<file path="src/rtl/pic_pkg.sv">
package pic_pkg;
    parameter int unsigned NUM_IRQ = 8;
    parameter int unsigned DATA_W  = 8;
    localparam int unsigned LVL_W  = $clog2(NUM_IRQ);
    localparam int unsigned BASE_W = DATA_W - LVL_W;

    // command byte bit positions (address 0 writes)
    localparam int unsigned CMD_BASE_BIT  = 7;
    localparam int unsigned CMD_EOI_BIT   = 5;
    localparam int unsigned CMD_LEVEL_BIT = 4;
    localparam int unsigned CMD_RSEL_BIT  = 0;

    typedef logic [NUM_IRQ-1:0] irq_vec_t;

    typedef struct packed {
        irq_vec_t pend;
        irq_vec_t prev;
    } req_state_t;

    typedef struct packed {
        irq_vec_t          mask;
        irq_vec_t          isr;
        logic [BASE_W-1:0] base;
        logic              level;
        logic              rsel;
    } ctl_state_t;

    // index of the lowest set bit, NUM_IRQ when none is set
    function automatic logic [LVL_W:0] first_set(irq_vec_t v);
        logic [LVL_W:0] r;
        r = (LVL_W+1)'(NUM_IRQ);
        for (int i = NUM_IRQ - 1; i >= 0; i--) begin
            if (v[i]) r = (LVL_W+1)'(i);
        end
        return r;
    endfunction
endpackage

</file>
<file path="src/rtl/pic_req_stage.sv">
module pic_req_stage
    import pic_pkg::*;
(
    input  logic     clk,
    input  logic     rst_n,
    input  irq_vec_t irq,
    input  logic     level_mode,
    input  irq_vec_t clr,
    output irq_vec_t pend
);
    req_state_t st_d, st_q;

    always_comb begin
        st_d      = st_q;
        st_d.prev = irq;
        if (level_mode) begin
            st_d.pend = irq;
        end else begin
            st_d.pend = (st_q.pend & ~clr) | (irq & ~st_q.prev);
        end
    end

    always_ff @(posedge clk or negedge rst_n) begin
        if (!rst_n) st_q <= '0;
        else        st_q <= st_d;
    end

    assign pend = st_q.pend;
endmodule

</file>
<file path="src/rtl/pic_resolver.sv">
module pic_resolver
    import pic_pkg::*;
(
    input  irq_vec_t         pend,
    input  irq_vec_t         mask,
    input  irq_vec_t         isr,
    output logic             intr,
    output logic [LVL_W-1:0] win_lvl
);
    irq_vec_t       cand;
    logic [LVL_W:0] req_idx;
    logic [LVL_W:0] svc_idx;

    always_comb begin
        cand    = pend & ~mask;
        req_idx = first_set(cand);
        svc_idx = first_set(isr);
        intr    = (cand != '0) && (req_idx < svc_idx);
        win_lvl = req_idx[LVL_W-1:0];
    end
endmodule

</file>
<file path="src/rtl/pic_ctrl_regs.sv">
module pic_ctrl_regs
    import pic_pkg::*;
(
    input  logic              clk,
    input  logic              rst_n,
    input  logic              cs_n,
    input  logic              rd_n,
    input  logic              wr_n,
    input  logic              addr,
    input  logic [DATA_W-1:0] wdata,
    input  logic              ack,
    input  logic              intr,
    input  logic [LVL_W-1:0]  win_lvl,
    input  irq_vec_t          pend,
    output irq_vec_t          mask,
    output irq_vec_t          isr,
    output logic              level_mode,
    output irq_vec_t          grant,
    output logic [DATA_W-1:0] dout
);
    ctl_state_t     st_d, st_q;
    logic           wr_en, rd_en, eoi;
    logic [LVL_W:0] top_svc;

    always_comb begin
        st_d    = st_q;
        wr_en   = !cs_n && !wr_n;
        rd_en   = !cs_n && !rd_n;
        eoi     = wr_en && !addr && !wdata[CMD_BASE_BIT] && wdata[CMD_EOI_BIT];
        top_svc = first_set(st_q.isr);
        grant   = '0;
        if (ack && intr) grant[win_lvl] = 1'b1;

        if (wr_en && addr) st_d.mask = wdata[NUM_IRQ-1:0];
        if (wr_en && !addr) begin
            if (wdata[CMD_BASE_BIT]) begin
                st_d.base = wdata[BASE_W-1:0];
            end else if (!wdata[CMD_EOI_BIT]) begin
                st_d.level = wdata[CMD_LEVEL_BIT];
                st_d.rsel  = wdata[CMD_RSEL_BIT];
            end
        end
        if (eoi && top_svc < (LVL_W+1)'(NUM_IRQ)) begin
            st_d.isr[top_svc[LVL_W-1:0]] = 1'b0;
        end
        st_d.isr = st_d.isr | grant;

        if (ack) begin
            dout = {st_q.base, intr ? win_lvl : LVL_W'(NUM_IRQ - 1)};
        end else if (rd_en) begin
            if (addr)           dout = DATA_W'(st_q.mask);
            else if (st_q.rsel) dout = DATA_W'(st_q.isr);
            else                dout = DATA_W'(pend);
        end else begin
            dout = '0;
        end
    end

    always_ff @(posedge clk or negedge rst_n) begin
        if (!rst_n) begin
            st_q      <= '0;
            st_q.mask <= '1;
        end else begin
            st_q <= st_d;
        end
    end

    assign mask       = st_q.mask;
    assign isr        = st_q.isr;
    assign level_mode = st_q.level;
endmodule

</file>
<file path="src/rtl/prio_irq_ctrl.sv">
module prio_irq_ctrl
    import pic_pkg::*;
(
    input  logic       clk,
    input  logic       rst_n,
    input  logic [7:0] irq_in,
    input  logic       cs_n,
    input  logic       rd_n,
    input  logic       wr_n,
    input  logic       addr,
    input  logic [7:0] wdata,
    input  logic       ack,
    output logic [7:0] dbus_out,
    output logic       intr
);
    irq_vec_t         pend_w, mask_w, isr_w, grant_w;
    logic             level_w;
    logic [LVL_W-1:0] win_lvl_w;

    pic_req_stage u_req (
        .clk        (clk),
        .rst_n      (rst_n),
        .irq        (irq_in),
        .level_mode (level_w),
        .clr        (grant_w),
        .pend       (pend_w)
    );

    pic_resolver u_res (
        .pend    (pend_w),
        .mask    (mask_w),
        .isr     (isr_w),
        .intr    (intr),
        .win_lvl (win_lvl_w)
    );

    pic_ctrl_regs u_regs (
        .clk        (clk),
        .rst_n      (rst_n),
        .cs_n       (cs_n),
        .rd_n       (rd_n),
        .wr_n       (wr_n),
        .addr       (addr),
        .wdata      (wdata),
        .ack        (ack),
        .intr       (intr),
        .win_lvl    (win_lvl_w),
        .pend       (pend_w),
        .mask       (mask_w),
        .isr        (isr_w),
        .level_mode (level_w),
        .grant      (grant_w),
        .dout       (dbus_out)
    );
endmodule

</file>
<file path="config.mk">
export PLATFORM = sky130hd
export DESIGN_NAME = prio_irq_ctrl
export DESIGN_NICKNAME = d
export VERILOG_FILES = /design/src/rtl/pic_pkg.sv /design/src/rtl/pic_req_stage.sv /design/src/rtl/pic_resolver.sv /design/src/rtl/pic_ctrl_regs.sv /design/src/rtl/prio_irq_ctrl.sv
export SDC_FILE = /design/constraint.sdc
export NUM_CORES = 1
export LEC_CHECK = 0
export BUFFER_PORTS_ARGS = -buffer_cell sky130_fd_sc_hd__buf_2
export CORE_MARGIN = 2
export CORE_UTILIZATION = 26
export CTS_CLUSTER_SIZE = 20
export DETAILED_ROUTE_END_ITERATION = 10
export HOLD_SLACK_MARGIN = 0.06
export SLEW_MARGIN = 20
export SYNTH_ARGS = -nofsm -noshare
export SYNTH_HDL_FRONTEND = slang
export SYNTH_HIERARCHICAL = 1
export SYNTH_SLANG_ARGS = --single-unit
</file>
<file path="constraint.sdc">
create_clock -name clk -period 3.7 [get_ports clk]
set_input_delay 0.37 -clock clk [delete_from_list [all_inputs] [get_ports clk]]
set_output_delay 0.37 -clock clk [all_outputs]
set_load 0.1 [all_outputs]
</file>
## After elaboration in Yosys (flattened, before gate mapping)

Cells that the tools add are included.

- Memories kept: 0
- Input port bits: 23
- Bits in latches: 0
- Bits in writable memories: 0
- Output and inout bits: 9
- ROM bits: 0
- Register bits after elaboration: 39
- Logic and storage cells: 72

- Multiply operators: 0
- Add/sub/neg operators: 0
- Mux-type cells: 28
- Shift operators: 0
- Reduce and logical (&&, ||, !) cells: 19
- Bitwise operators: 12
- Equal/unequal tests: 0
- Div/mod/pow operators: 0
- Magnitude comparators: 6

Operators with widths:

| kind | count |
|---|---|
| 4-bit 2-to-1 mux | 16 |
| 8-bit 2-to-1 mux | 7 |
| 8-bit bitwise AND | 4 |
| 8-bit inverter | 4 |
| 8-bit OR | 2 |
| 1-bit logical AND | 11 |
| 3-bit by 4-bit < comparator with 1-bit output, second input constant | 2 |
| 8-bit nonzero test | 1 |
| 1-bit demux with 3-bit select | 2 |
| 3-bit by 1-bit greater-or-equal comparator with 1-bit output, second input constant | 2 |
| 1-bit zero test | 5 |
| 4-bit < comparator | 1 |
| 4-bit < comparator, second input constant | 1 |
| 3-bit 2-to-1 mux | 1 |
| 3-bit AND reduction | 1 |
| 1-bit 2-to-1 mux | 2 |
| 1-bit inverter | 2 |
| 2-bit AND reduction | 1 |

## Logic depth before layout (Yosys ltp)

- Word-level depth: 19
- Depth in mapped cells: 14
- Mapped depth without buffers: 13

## Modules after synthesis

Netlist, hierarchy kept.

Modules (own cells, without submodules):

| module | cells each | area each (sq um) | seq. area each (sq um) | instances |
|---|---|---|---|---|
| pic_ctrl_regs | 131 | 1418.9 | 585.6 | 1 |
| pic_req_stage | 49 | 656.9 | 400.4 | 1 |
| pic_resolver | 45 | 311.5 | 0.0 | 1 |

## Worst setup path before layout

Ideal clock, no wire load.

- Path type: flip-flop to output port
- From: register u_regs/mask[0] (netlist name)
- To: output dbus_out[0]
- Stages on the path, launching flop included: 11
- Buffers on the path: 1
- Data required time: 3.330 ns
- Data arrival time: 4.043 ns
- Path slack: -0.713 ns
- Cells stage by stage: dfstp_2 buf_4 nand2b_1 nand4_1 nor2b_1 ha_1 o211a_1 and3_1 a211oi_2 nand3b_1 o21a_1

- Word-level cells in the longest chain between the ends: 7
- Elaborated cells between the ends (all ways): 10
- Those cells by class: 1 x order compare; 5 x mux; 2 x bitwise; 2 x reduce/logical

RTL lines:

| element | RTL line | text |
|---|---|---|
| 8-bit inverter | pic_resolver.sv:15 | `cand = pend & ~mask;` |
| 8-bit bitwise AND | pic_resolver.sv:15 |  |
| 4-bit 2-to-1 mux | pic_pkg.sv:33 | `if (v[i]) r = (LVL_W+1)'(i);` |
| net win_lvl_w[2] | prio_irq_ctrl.sv:18 | `logic [LVL_W-1:0] win_lvl_w;` |
| 4-bit < comparator | pic_resolver.sv:18 | `intr = (cand != '0) && (req_idx < svc_idx);` |
| 1-bit logical AND | pic_resolver.sv:18 |  |
| net intr | prio_irq_ctrl.sv:14 | `output logic intr` |
| 3-bit 2-to-1 mux | pic_ctrl_regs.sv:49 | `dout = {st_q.base, intr ? win_lvl : LVL_W'(NUM_IRQ - 1)};` |
| 8-bit 2-to-1 mux | pic_ctrl_regs.sv:48 | `if (ack) begin` |
| end: declaration | prio_irq_ctrl.sv:13 | `output logic [7:0] dbus_out,` |

The timed path passes the listed nets, and every way through them passes these cells.

## Worst setup path after layout

- From: register u_regs/mask[0] (netlist name)
- To: output dbus_out[0]

- Word-level cells in the longest chain between the ends: 7
- Elaborated cells between the ends (all ways): 10
- Those cells by class: 1 x order compare; 5 x mux; 2 x bitwise; 2 x reduce/logical

RTL lines:

| element | RTL line |
|---|---|
| 8-bit inverter | pic_resolver.sv:15 |
| 8-bit bitwise AND | pic_resolver.sv:15 |
| 4-bit 2-to-1 mux | pic_pkg.sv:33 |
| net win_lvl_w[2] | prio_irq_ctrl.sv:18 |
| 4-bit < comparator | pic_resolver.sv:18 |
| 1-bit logical AND | pic_resolver.sv:18 |
| 3-bit 2-to-1 mux | pic_ctrl_regs.sv:49 |
| 8-bit 2-to-1 mux | pic_ctrl_regs.sv:48 |

The timed path passes the listed nets, and every way through them passes these cells.

==> run summary <==
Number of synthesized flops with an enable pin: 0
Mapped Nets: 251
Req. time, crit path: 3.33 ns
Post-Syn Area: 2390 um2
N_diodes: 0
Share of layout cells above drive strength 1: 0.343
GPL Wtd Cong: 0.810
YS warnings: 6
Gate Count Post-Synth: 225
Slowest CP cell: dfstp_2
Worst R2R Path Depth: 11
CTS tree: done
RR Startpoint: u_regs/mask[0]$_DFFE_PN1P_
Reg-to-reg slack, setup: 0.72 ns
CTS max path bufs: 2
Routed len/inst: 15.2 um
Sum Neg Setup Slack: 0 ns
Via count: 1656
Largest net degree at the start of global routing: 40
Unique masters post-synth: 44
Peak VDD IR: 379 uV
Top cell type's share of synthesized area: 0.325
Final Hold Vio Count: 0
RR Endpoint: u_req/pend[0]$_DFF_PN0_
CTS resizes: 0
Worst-Skew Late Latency: 0.29 ns
Drt initial violations: 102
Dominant cell type by area after synthesis: dfrtp_1
FF+latch area: 986 um2
RSZ-0062 raised after global routing: false
Worst Path Max Fanout: 7
Synth Flop Type: dfrtp_1
Crit end category: output pin
Area growth syn-to-layout: 8.18%
Top post-synthesis cells by area: dfrtp_1 32%, dfstp_2 8.8%, mux2_2 8.5%, buf_4 7.5%, a21o_1 5.0%
Clock buffer count from CTS: 5
Synth Register Bits: 39
Die width: 99.8 um
Avg Cell Area, Syn: 10.6 um2
Status: finished clean
Vias in the first global route: 1624
Final setup vio count: 0
Initial Util: 0.271
CP arrival: 3.08 ns
Number of max-slew violations in the final report: 0
Worst-margin pin slew: 0.881 ns
Startpoint Class: flip-flop
Placed Cells: 336
Clock Skew: 0.00983 ns
Leak: 1.12 nW
Die Area: 9960 um2
Congestion Overflow GR: 0
Wire length of the first global-routing pass: 8670 um
Initial DRT Pass Iterations: 4
# IOs: 32
# nets final: 261
Final WL: 5250 um
Hold Buf Count CTS: 0
Initial antenna violation count: 0
Antenna Violating Nets Remaining: 0
Root Driver: clkbuf_8
Hold crit path type: input port to asynchronous set/reset pin
Non-Filler Instances: 344
Slew headroom: 0.413
Max incr delay on CP: 0.54 ns
Max Cap Viol: 0
Port buffer count: 31
Clock transition at the registers of the reported paths: 0.08 ns
CTS sink count: 39
Final period util: 0.934
DR DRC count: 0
Peak Freq: 0.289 GHz
Avg Vias per Cell: 4.81
Total GRT Usage: 0.109
Post-synthesis sequential area ratio: 0.413
Area of the core: 8810 um2
Fill cells: 895
Setup bufs post-CTS: 0
Post-detail-place hpwl: 3950 um
Async SR Flop Fraction: 1.00
H-tree depth: 2
Worst Path Class, Setup: flip-flop to output pin
Worst-path cell chain: nand2b_1 > nand4_1 > nor2b_2 > ha_1 > o211a_1 > and3_1 > a211oi_4 > nand3b_1 > o21a_4 > buf_2
Crit path time final: 3.45 ns
Standard-cell rows: 34
Multi-input logic area: 1210 um2
Die height: 99.8 um
Pwr/cell area: 777 nW/um2
## area by class of cell
type	count	area share
Multi-Input combinational cell	157	0.468
Sequential cell	39	0.382
Timing Repair Buffer	31	0.0601
Tap cell	108	0.0523
Clock buffer	7	0.0334
Clock inverter	1	0.00339
Inverter	1	0.00145
## layout by cell type (no fill, tap or decap), types with 2 or more instances in the layout
cell type  synthesis  final
buf_2              2     31
dfrtp_1           31     31
nand2b_1          19     19
mux2_2            18     18
a21o_1            16     16
nand2_1           14     14
nor2_1            13     12
nor3b_1            9      9
mux2i_1            8      8
dfstp_2            8      8
o21ai_0            7      7
clkbuf_8           0      6
nor3_1             5      5
nand3b_1           4      4
nand3_1            4      4
nor2b_1            4      3
nand4_1            3      3
nand2b_4           3      3
ha_1               3      3
a22o_2             0      2
mux2_1             2      2
nor4_1             2      2
o31ai_1            2      2
## registers in the layout, indices dropped and copies added, names as in the netlist
name	flops
u_regs/isr	8
u_regs/level_mode	1
u_regs/mask	8
u_regs/st_q	6
u_req/pend	8
u_req/st_q	8
## critical path: cells and delay by family (launching register included)
kind / cells / cell delay, ns
and+or+nand+nor: 5 / 1.09
adders and majority gates: 1 / 0.28
DFF: 1 / 0.54
AOI/OAI and AO/OA: 3 / 0.58
buffers and inverters: 1 / 0.28
## worst max path at each step
| stage | from | endpoint | slack, ns | cells past startpoint |
|---|---|---|---|---|
| final | u_regs/mask[0]$_DFFE_PN1P_ | dbus_out[0] | 0.25 | 10 |
| after global routing | u_regs/mask[0]$_DFFE_PN1P_ | dbus_out[0] | 0.02 | 10 |
| after CTS | u_regs/mask[0]$_DFFE_PN1P_ | dbus_out[0] | 0.13 | 10 |
| after detailed placement | u_regs/mask[0]$_DFFE_PN1P_ | dbus_out[0] | 0.47 | 10 |
| after global placement | u_regs/mask[0]$_DFFE_PN1P_ | dbus_out[0] | 0.61 | 10 |
| after floorplan | u_regs/mask[0]$_DFFE_PN1P_ | dbus_out[0] | 0.01 | 10 |
## cell usage after synthesis, types with 2 or more instances
| cell | n |
|---|---|
| mux2i_1 | 8 |
| buf_6 | 2 |
| nand3b_1 | 4 |
| mux2_2 | 18 |
| a21o_1 | 16 |
| nor3_1 | 5 |
| nor2_1 | 13 |
| nand2b_4 | 3 |
| nor3b_1 | 9 |
| nand2b_1 | 19 |
| mux2_1 | 2 |
| nand2_1 | 14 |
| nor2b_1 | 4 |
| nand3_1 | 4 |
| dfrtp_1 | 31 |
| ha_1 | 3 |
| o21ai_0 | 7 |
| o31ai_1 | 2 |
| dfstp_2 | 8 |
| nor4_1 | 2 |
| nand4_1 | 3 |
| buf_4 | 24 |
| buf_2 | 2 |
| a22o_1 | 2 |
## report_power, final
part	total [mW]	internal (mW)	leakage, nW	switching, mW
registers	0.704	0.543	0.444	0.162
clock network	0.308	0.153	0.0484	0.155
logic	0.994	0.344	0.625	0.650
total	2.01	1.04	1.12	0.967
## metrics by stage
stage | power [mW] | setup slack (ns) | hold slack, ns | utilization | cell area (um2)
final | 2.01 | 0.245 | 0.191 | 0.293 | 2580
after global routing | 2.13 | 0.0236 | 0.178 | 0.293 | 2580
after CTS | 2.02 | 0.135 | 0.186 | 0.293 | 2580
after detailed placement | 1.71 | 0.466 | 0.496 | 0.282 | 2480
after global placement | 1.70 | 0.611 | 0.490 | 0.282 | 2480
after floorplan | 1.61 | 0.0126 | 0.0744 | - | 2400
## routing by layer
layer / vias to the layer above / global-route usage / part of all wire
li1: 792 / - / -
met1: 818 / 0.156 / 0.46
met2: 36 / 0.168 / 0.47
met3: 10 / 0.0209 / 0.043
met4: 0 / 0.0358 / 0.022
met5: - / 0 / 0
## cells by family (layout without fill, tap and decap cells)
group,after synthesis,count (layout),synth area share
flops,39,39,0.413
fa+ha+maj,3,3,0.0157
simple gates,90,90,0.243
mux,28,28,0.128
buf+inv,29,40,0.0907
compound gates,36,36,0.110
Power figures use the tool's default switching activity.
